## src/rtl/ptw_pkg.sv

```systemverilog
package ptw_pkg;

    typedef enum logic [1:0] {
        FLT_NONE   = 2'd0,
        FLT_ABSENT = 2'd1,
        FLT_WPROT  = 2'd2,
        FLT_PRIV   = 2'd3
    } fault_e;

    typedef enum logic [2:0] {
        ST_IDLE,
        ST_READ,
        ST_WAIT,
        ST_WBACK,
        ST_RESP
    } walk_state_e;

    // Entry flag positions; frame number starts just above them
    localparam int FLAG_PRESENT  = 0;
    localparam int FLAG_WRITABLE = 1;
    localparam int FLAG_USER     = 2;
    localparam int FLAG_DIRTY    = 3;
    localparam int FRAME_LSB     = 4;

endpackage

```

## src/rtl/ptw_addr_calc.sv

```systemverilog
module ptw_addr_calc
    import ptw_pkg::*;
#(
    parameter int VA_W        = 32,
    parameter int PA_W        = 32,
    parameter int PAGE_BITS   = 10,
    parameter int PTE_W       = 32,
    parameter int ENTRY_BYTES = 4
) (
    input  logic [PA_W-1:0]  base,
    input  logic [VA_W-1:0]  vaddr,
    input  logic [PTE_W-1:0] pte,
    output logic [PA_W-1:0]  entry_addr,
    output logic [PA_W-1:0]  paddr
);
    localparam int VPN_W       = VA_W - PAGE_BITS;
    localparam int FRAME_W     = PA_W - PAGE_BITS;
    localparam int ENTRY_SHIFT = $clog2(ENTRY_BYTES);

    logic [VPN_W-1:0]   vpn;
    logic [FRAME_W-1:0] frame;

    always_comb begin
        vpn        = vaddr[VA_W-1:PAGE_BITS];
        entry_addr = base + (PA_W'(vpn) << ENTRY_SHIFT);
        frame      = pte[FRAME_LSB +: FRAME_W];
        paddr      = {frame, vaddr[PAGE_BITS-1:0]};
    end

    generate
        if (FRAME_LSB + FRAME_W < PTE_W) begin : g_spare
            logic unused_spare_bits;
            assign unused_spare_bits = ^{pte[PTE_W-1:FRAME_LSB+FRAME_W], pte[FRAME_LSB-1:0]};
        end else begin : g_nospare
            logic unused_flag_bits;
            assign unused_flag_bits = ^pte[FRAME_LSB-1:0];
        end
    endgenerate

endmodule

```

## src/rtl/ptw_pte_check.sv

```systemverilog
module ptw_pte_check
    import ptw_pkg::*;
(
    input  logic [3:0] flags,
    input  logic       is_write,
    input  logic       is_user,
    output fault_e     fault,
    output logic       need_wb
);
    always_comb begin
        fault   = FLT_NONE;
        need_wb = 1'b0;
        if (!flags[FLAG_PRESENT]) begin
            fault = FLT_ABSENT;
        end else if (is_user && !flags[FLAG_USER]) begin
            fault = FLT_PRIV;
        end else if (is_write && !flags[FLAG_WRITABLE]) begin
            fault = FLT_WPROT;
        end else begin
            need_wb = is_write && !flags[FLAG_DIRTY];
        end
    end

endmodule

```

## src/rtl/ptw_walker.sv

```systemverilog
module ptw_walker
    import ptw_pkg::*;
#(
    parameter int VA_W        = 32,
    parameter int PA_W        = 32,
    parameter int PAGE_BITS   = 10,
    parameter int PTE_W       = 32,
    parameter int ENTRY_BYTES = 4
) (
    input  logic             clk,
    input  logic             rst_n,
    input  logic [PA_W-1:0]  pt_base,
    input  logic             req_valid,
    output logic             req_ready,
    input  logic [VA_W-1:0]  req_vaddr,
    input  logic             req_write,
    input  logic             req_user,
    output logic             rsp_valid,
    output logic [PA_W-1:0]  rsp_paddr,
    output logic [1:0]       rsp_fault,
    output logic             mem_req_valid,
    input  logic             mem_req_ready,
    output logic             mem_req_write,
    output logic [PA_W-1:0]  mem_req_addr,
    output logic [PTE_W-1:0] mem_req_wdata,
    input  logic             mem_rsp_valid,
    input  logic [PTE_W-1:0] mem_rsp_rdata
);
    typedef struct packed {
        walk_state_e      st;
        logic [VA_W-1:0]  vaddr;
        logic             wr;
        logic             usr;
        logic [PA_W-1:0]  base;
        logic [PTE_W-1:0] pte;
        logic [PA_W-1:0]  paddr;
        fault_e           fault;
    } walk_ctx_t;

    walk_ctx_t        ctx_d, ctx_q;
    logic [PA_W-1:0]  entry_addr;
    logic [PA_W-1:0]  xlat_paddr;
    fault_e           chk_fault;
    logic             chk_need_wb;

    ptw_addr_calc #(
        .VA_W(VA_W), .PA_W(PA_W), .PAGE_BITS(PAGE_BITS),
        .PTE_W(PTE_W), .ENTRY_BYTES(ENTRY_BYTES)
    ) addr_calc_i (
        .base       (ctx_q.base),
        .vaddr      (ctx_q.vaddr),
        .pte        (mem_rsp_rdata),
        .entry_addr (entry_addr),
        .paddr      (xlat_paddr)
    );

    ptw_pte_check pte_check_i (
        .flags    (mem_rsp_rdata[3:0]),
        .is_write (ctx_q.wr),
        .is_user  (ctx_q.usr),
        .fault    (chk_fault),
        .need_wb  (chk_need_wb)
    );

    always_comb begin
        ctx_d = ctx_q;
        unique case (ctx_q.st)
            ST_IDLE: begin
                if (req_valid) begin
                    ctx_d.st    = ST_READ;
                    ctx_d.vaddr = req_vaddr;
                    ctx_d.wr    = req_write;
                    ctx_d.usr   = req_user;
                    ctx_d.base  = pt_base;
                    ctx_d.paddr = '0;
                    ctx_d.fault = FLT_NONE;
                end
            end
            ST_READ: begin
                if (mem_req_ready) ctx_d.st = ST_WAIT;
            end
            ST_WAIT: begin
                if (mem_rsp_valid) begin
                    ctx_d.fault = chk_fault;
                    if (chk_fault != FLT_NONE) begin
                        ctx_d.paddr = '0;
                        ctx_d.st    = ST_RESP;
                    end else begin
                        ctx_d.paddr = xlat_paddr;
                        if (chk_need_wb) begin
                            ctx_d.pte             = mem_rsp_rdata;
                            ctx_d.pte[FLAG_DIRTY] = 1'b1;
                            ctx_d.st              = ST_WBACK;
                        end else begin
                            ctx_d.st = ST_RESP;
                        end
                    end
                end
            end
            ST_WBACK: begin
                if (mem_req_ready) ctx_d.st = ST_RESP;
            end
            ST_RESP: begin
                ctx_d.st = ST_IDLE;
            end
            default: ctx_d.st = ST_IDLE;
        endcase
    end

    always_ff @(posedge clk) begin
        if (!rst_n) begin
            ctx_q <= '{st: ST_IDLE, fault: FLT_NONE, default: '0};
        end else begin
            ctx_q <= ctx_d;
        end
    end

    always_comb begin
        req_ready     = (ctx_q.st == ST_IDLE);
        mem_req_valid = (ctx_q.st == ST_READ) || (ctx_q.st == ST_WBACK);
        mem_req_write = (ctx_q.st == ST_WBACK);
        mem_req_addr  = entry_addr;
        mem_req_wdata = ctx_q.pte;
        rsp_valid     = (ctx_q.st == ST_RESP);
        rsp_paddr     = ctx_q.paddr;
        rsp_fault     = ctx_q.fault;
    end

    AST_RSP_SINGLE_CYCLE: assert property (@(posedge clk) disable iff (!rst_n)
        rsp_valid |=> !rsp_valid);

    AST_FAULT_ZERO_ADDR: assert property (@(posedge clk) disable iff (!rst_n)
        (rsp_valid && rsp_fault != 2'd0) |-> (rsp_paddr == '0));

    AST_OFFSET_KEPT: assert property (@(posedge clk) disable iff (!rst_n)
        (rsp_valid && rsp_fault == 2'd0) |-> (rsp_paddr[PAGE_BITS-1:0] == ctx_q.vaddr[PAGE_BITS-1:0]));

    AST_BUSY_NOT_READY: assert property (@(posedge clk) disable iff (!rst_n)
        (mem_req_valid || rsp_valid) |-> !req_ready);

    AST_MEM_REQ_HOLD: assert property (@(posedge clk) disable iff (!rst_n)
        (mem_req_valid && !mem_req_ready) |=> (mem_req_valid && $stable(mem_req_addr)
                                              && $stable(mem_req_write) && $stable(mem_req_wdata)));

    AST_WB_SETS_DIRTY: assert property (@(posedge clk) disable iff (!rst_n)
        (mem_req_valid && mem_req_write) |-> (mem_req_wdata[FLAG_DIRTY] && mem_req_wdata[FLAG_PRESENT]));

    AST_WB_BEFORE_RSP: assert property (@(posedge clk) disable iff (!rst_n)
        (mem_req_valid && mem_req_write && !mem_req_ready) |=> !rsp_valid);

endmodule

```

## config.mk

```make
export PLATFORM = sky130hd
export DESIGN_NAME = ptw_walker
export DESIGN_NICKNAME = d
export VERILOG_FILES = /design/src/rtl/ptw_pkg.sv /design/src/rtl/ptw_addr_calc.sv /design/src/rtl/ptw_pte_check.sv /design/src/rtl/ptw_walker.sv
export SDC_FILE = /design/constraint.sdc
export NUM_CORES = 1
export LEC_CHECK = 0
export BUFFER_PORTS_ARGS = -buffer_cell sky130_fd_sc_hd__buf_2
export CAP_MARGIN = 15
export CORE_MARGIN = 2
export CORE_UTILIZATION = 40
export DETAILED_ROUTE_END_ITERATION = 8
export PLACE_DENSITY = 0.64
export SLEW_MARGIN = 10
export SYNTH_ARGS = -nofsm -noshare
export SYNTH_HDL_FRONTEND = slang
export SYNTH_SLANG_ARGS = --single-unit
```

## constraint.sdc

```tcl
create_clock -name clk -period 3.3 [get_ports clk]
set_clock_uncertainty 0.15 [all_clocks]
set_input_delay 0.495 -clock clk [delete_from_list [all_inputs] [get_ports clk]]
set_output_delay 0.495 -clock clk [all_outputs]
set_load 0.02 [all_outputs]
```

==> impl_metrics.xml <==
<?xml version="1.0" encoding="UTF-8"?>
<metrics>
  <group name="run_status">
    <metric name="outcome" unit="">finished, violations left</metric>
    <metric name="violations_in_the_final_reports" unit="">negative setup slack</metric>
  </group>
  <group name="yosys">
    <metric name="number_of_synthesized_flops_with_an_enable_pin" unit="">0</metric>
    <metric name="synth.avg_cell_area" unit="sq um">8.28</metric>
    <metric name="synth.yosys.seq_area_share" unit="">0.395</metric>
    <metric name="postSynthNetCount" unit="">953</metric>
    <metric name="synth_async_sr_flop_share" unit="">0</metric>
    <metric name="yosysWarningCount" unit="">0</metric>
    <metric name="syn-cell-area" unit="sq mm">0.00685</metric>
    <metric name="synth_flop_cell" unit="">sky130_fd_sc_hd__dfxtp_1</metric>
    <metric name="synth.distinct_cells" unit="">50</metric>
    <metric name="synthesis.instances" unit="">827</metric>
    <metric name="postSynthRegisterBits" unit="">135</metric>
  </group>
  <group name="timing">
    <metric name="relSlewSlack" unit="">0.530</metric>
    <metric name="worst_pin_slew" unit="ns">0.705</metric>
    <metric name="grt_setup_unrepaired" unit="">true</metric>
    <metric name="maxClockFrequency" unit="GHz">0.296</metric>
    <metric name="timing.final.crit_period" unit="ns">3.38</metric>
    <metric name="setup_slack" unit="ns">-0.0774</metric>
    <metric name="fin_hold_ws" unit="ns">0.167</metric>
    <metric name="timing.final.crit_share" unit="">1.02</metric>
    <metric name="slew_limit_fails" unit="">0</metric>
    <metric name="setup-violations-final" unit="">3</metric>
    <metric name="timing_hold_violations_final" unit="">0</metric>
  </group>
  <group name="hold_path">
    <metric name="hp-class" unit="">primary input to flip-flop</metric>
    <metric name="worst_hold_path.num_cells" unit="">3</metric>
    <metric name="min-delay-start" unit="">req_vaddr[12]</metric>
    <metric name="whs_endpoint" unit="">ctx_q[112]</metric>
  </group>
  <group name="cells_and_area">
    <metric name="fill_cells" unit="">1616</metric>
    <metric name="area.growth.synth_to_final" unit="%">26.9</metric>
    <metric name="multi_input_area" unit="sq mm">0.00372</metric>
    <metric name="nets" unit="">1079</metric>
    <metric name="stdcell_area" unit="sq mm">0.00869</metric>
    <metric name="final_layout_size_suffix_gt1_frac" unit="">0.332</metric>
    <metric name="sequential_cell_area" unit="sq mm">0.00272</metric>
  </group>
  <group name="placed_design">
    <metric name="gp_congestion" unit="">0.875</metric>
    <metric name="hpwlAfterDp" unit="um">11800</metric>
    <metric name="placed_area" unit="sq mm">0.00752</metric>
    <metric name="port_buffers" unit="">204</metric>
  </group>
  <group name="power">
    <metric name="power.internal" unit="W">0.00342</metric>
    <metric name="vdd_drop_max" unit="uV">358</metric>
    <metric name="switchingPower" unit="W">0.00115</metric>
    <metric name="finalPower" unit="W">0.00457</metric>
    <metric name="power_switching_share" unit="">0.252</metric>
    <metric name="clock_power_share" unit="">0.479</metric>
    <metric name="power.static_leakage" unit="nW">3.72</metric>
    <metric name="combinationalPowerShare" unit="">0.139</metric>
    <metric name="powerDensity" unit="mW/mm^2">526</metric>
    <metric name="power_frac_seq" unit="">0.382</metric>
  </group>
  <group name="route">
    <metric name="drt-pass1-iter-count" unit="">4</metric>
    <metric name="detailroute.via_count" unit="">5909</metric>
    <metric name="drc_errors" unit="">0</metric>
    <metric name="drt.antenna.violating_nets" unit="">0</metric>
    <metric name="route.final.wire_length" unit="um">17600</metric>
    <metric name="wire_per_inst" unit="um">14.8</metric>
    <metric name="detail_routed_via_count_per_cell" unit="">4.97</metric>
    <metric name="drt_first_iter_violations" unit="">269</metric>
  </group>
  <group name="clocking">
    <metric name="clock_transition_time_at_the_flip_flop_clock_pins_of_the_worst_setup_and_hold_paths" unit="ns">0.06</metric>
    <metric name="cts_num_sinks" unit="">135</metric>
    <metric name="tritoncts" unit="">done</metric>
    <metric name="cts_buffers" unit="">17</metric>
    <metric name="clock_path_buffers" unit="">2</metric>
    <metric name="clock_network_latency_to_the_later_pin_of_the_worst_skew_pair" unit="ns">0.41</metric>
    <metric name="clockRootBuffer" unit="">sky130_fd_sc_hd__clkbuf_16</metric>
    <metric name="clock_tree.htree_level_count" unit="">4</metric>
  </group>
  <group name="worst_setup_path">
    <metric name="critPathArrivalTime" unit="ns">2.73</metric>
    <metric name="cp_max_fo" unit="">4</metric>
    <metric name="worst-setup-path-type" unit="">flip-flop to output port</metric>
    <metric name="crit_family" unit="">compound AO/OA/AOI/OAI gates</metric>
    <metric name="worstSetupPathDepth" unit="">10</metric>
    <metric name="worst_r2r_start" unit="">ctx_q[134]</metric>
    <metric name="path_cells" unit="">ha_4 &gt; a21o_1 &gt; a21oi_2 &gt; a31oi_4 &gt; o311ai_4 &gt; a31oi_4 &gt; buf_4 &gt; o211ai_1 &gt; xnor2_1 &gt; buf_4</metric>
    <metric name="critPathRequiredTime" unit="ns">2.65</metric>
    <metric name="cp-end-kind" unit="">output port</metric>
    <metric name="critical_path_buf_inv_count" unit="">2</metric>
    <metric name="regToRegSetupSlack" unit="ns">1.02</metric>
    <metric name="max_stage_delay" unit="ns">0.38</metric>
    <metric name="worst_path_max_delay_cell" unit="">sky130_fd_sc_hd__o311ai_4</metric>
    <metric name="timing.critical_path.from_type" unit="">flip-flop</metric>
    <metric name="worstRegToRegCells" unit="">4</metric>
    <metric name="reg2reg_to" unit="">ctx_q[76]</metric>
  </group>
  <group name="die">
    <metric name="rows" unit="">47</metric>
    <metric name="die_area" unit="sq mm">0.0182</metric>
    <metric name="initial_core_util" unit="">0.411</metric>
    <metric name="die_y" unit="um">135</metric>
    <metric name="floorplan.io_pins" unit="">205</metric>
    <metric name="fp.coreArea" unit="sq mm">0.0166</metric>
    <metric name="horizontal_die_dimension" unit="um">135</metric>
  </group>
  <group name="grt">
    <metric name="first_global_vias" unit="">5303</metric>
    <metric name="grt_antenna_before_repair" unit="">3</metric>
    <metric name="grt_pass1_wl" unit="um">26800</metric>
    <metric name="grt_overflow_total" unit="">0</metric>
    <metric name="grt_max_degree" unit="">69</metric>
    <metric name="groute.usage.overall" unit="">0.187</metric>
  </group>
  <group name="flow_run">
    <metric name="drv.max_cap_violation_count" unit="">0</metric>
  </group>
</metrics>
metrics by stage:
step / setup TNS (ns) / util / setup WS (ns) / std cells
CTS: -0.257 / 0.503 / -0.0837 / 1176
detailed placement: 0 / 0.452 / 0.158 / 1141
global route: -1.20 / 0.522 / -0.195 / 1186
floorplan: 0 / - / 0.263 / 827
finish: -0.165 / 0.522 / -0.0774 / 1188
global placement: 0 / 0.452 / 0.194 / 1141
kinds of logic (layout without fill, tap and decap cells):
| family | after synthesis | in the layout | synth area share |
|---|---|---|---|
| compound gates | 209 | 209 | 0.217 |
| xor+xnor | 26 | 26 | 0.0333 |
| fa+ha+maj | 23 | 23 | 0.0431 |
| buf+inv | 131 | 270 | 0.113 |
| flops | 135 | 135 | 0.395 |
| mux | 1 | 1 | 0.00164 |
| other cells | 0 | 2 | 0 |
| simple gates | 302 | 302 | 0.197 |
worst max-delay path by stage:
stage	slack [ns]	to	startpoint
global placement	0.19	mem_req_addr[29]	ctx_q[113]
detailed placement	0.16	mem_req_addr[29]	ctx_q[113]
finish	-0.08	mem_req_addr[31]	ctx_q[71]
CTS	-0.08	mem_req_addr[30]	ctx_q[68]
floorplan	0.26	mem_req_addr[20]	ctx_q[110]
global route	-0.20	mem_req_addr[31]	ctx_q[71]
layout by cell type (no fill, tap or decap), types with 9 or more instances in the layout:
cell type	instances
sky130_fd_sc_hd__a21boi_1	10
sky130_fd_sc_hd__dfxtp_2	15
sky130_fd_sc_hd__nand2_1	212
sky130_fd_sc_hd__clkbuf_16	17
sky130_fd_sc_hd__a21boi_0	86
sky130_fd_sc_hd__ha_4	12
sky130_fd_sc_hd__ha_1	9
sky130_fd_sc_hd__xnor2_1	15
sky130_fd_sc_hd__dfxtp_1	120
sky130_fd_sc_hd__buf_4	28
sky130_fd_sc_hd__inv_1	12
sky130_fd_sc_hd__a22oi_1	32
sky130_fd_sc_hd__o21ai_0	11
sky130_fd_sc_hd__xor2_1	11
sky130_fd_sc_hd__nor2_1	11
sky130_fd_sc_hd__nor2b_1	35
sky130_fd_sc_hd__buf_2	193
sky130_fd_sc_hd__a21oi_1	18
cells in the mapped netlist (all sizes together), types with 2 or more instances:
cell type,number,area (sq um)
a211oi,2,15.0
a21boi,97,728
a21o,9,67.6
a21oi,25,133
a221oi,2,30.0
a22oi,32,240
a31oi,8,50.1
and2,5,31.3
and3,5,31.3
buf,84,594
clkbuf,34,128
dfxtp,135,2700
ha,22,275
inv,13,48.8
nand2,212,796
nand2b,2,12.5
nand3,8,40.0
nand4,3,18.8
nor2,11,41.3
nor2b,36,225
nor3,9,61.3
nor3b,3,27.5
o211ai,3,22.5
o21a,8,60.1
o21ai,16,80.1
o22ai,2,12.5
o311ai,3,33.8
or2,3,18.8
xnor2,15,131
xor2,11,96.3
state kept, by name, indices dropped and copies added, names as in the netlist:
register       cells
mem_req_wdata     32
ctx_q             69
rsp_fault          2
rsp_paddr         32
repair_timing:
item                       4_1_cts  5_1_grt
pin swaps                       12       26
setup endpoints to repair       15       15
gates cloned                     0        0
resized for setup               29       57
buffers inserted                 3       10
hold buffers                     0        0
hold endpoints to repair         0        0
worst register-to-register path: cells and delay by family, from the launching register on:
| family | cells | cell delay [ns] |
|---|---|---|
| flops | 1 | 0.41 |
| buf+inv | 1 | 0.40 |
| compound gates | 1 | 0.10 |
| simple gates | 2 | 1.09 |
metal layers:
| layer | vias to the layer above | wire, um | global-route usage |
|---|---|---|---|
| li1 | 2971 | - | - |
| met5 | - | 13 | 0 |
| met3 | 15 | 1150 | 0.0601 |
| met4 | 2 | 185 | 0.0573 |
| met2 | 168 | 8200 | 0.292 |
| met1 | 2753 | 8060 | 0.245 |
power by group through the flow:
stage / clock network (W) / logic, W / registers, W
6_report: 0.00219 / 0.000635 / 0.00175
5_1_grt: 0.00231 / 0.000698 / 0.00175
4_1_cts: 0.00223 / 0.000603 / 0.00174
3_5_place_dp: 0 / 0.000584 / 0.00177
3_3_place_gp: 0 / 0.000583 / 0.00177
2_1_floorplan: 0 / 0.000394 / 0.00175
layout make-up:
class | instances | share of cell area
tap | 220 | 0.0317
inverter | 13 | 0.00562
clock buffer | 21 | 0.0530
clock inverter | 11 | 0.0252
multi-input combinational | 561 | 0.428
antenna | 2 | 0.000576
timing repair buffer | 225 | 0.143
sequential | 135 | 0.313
Note: power is estimated with default switching activity, not from simulation.
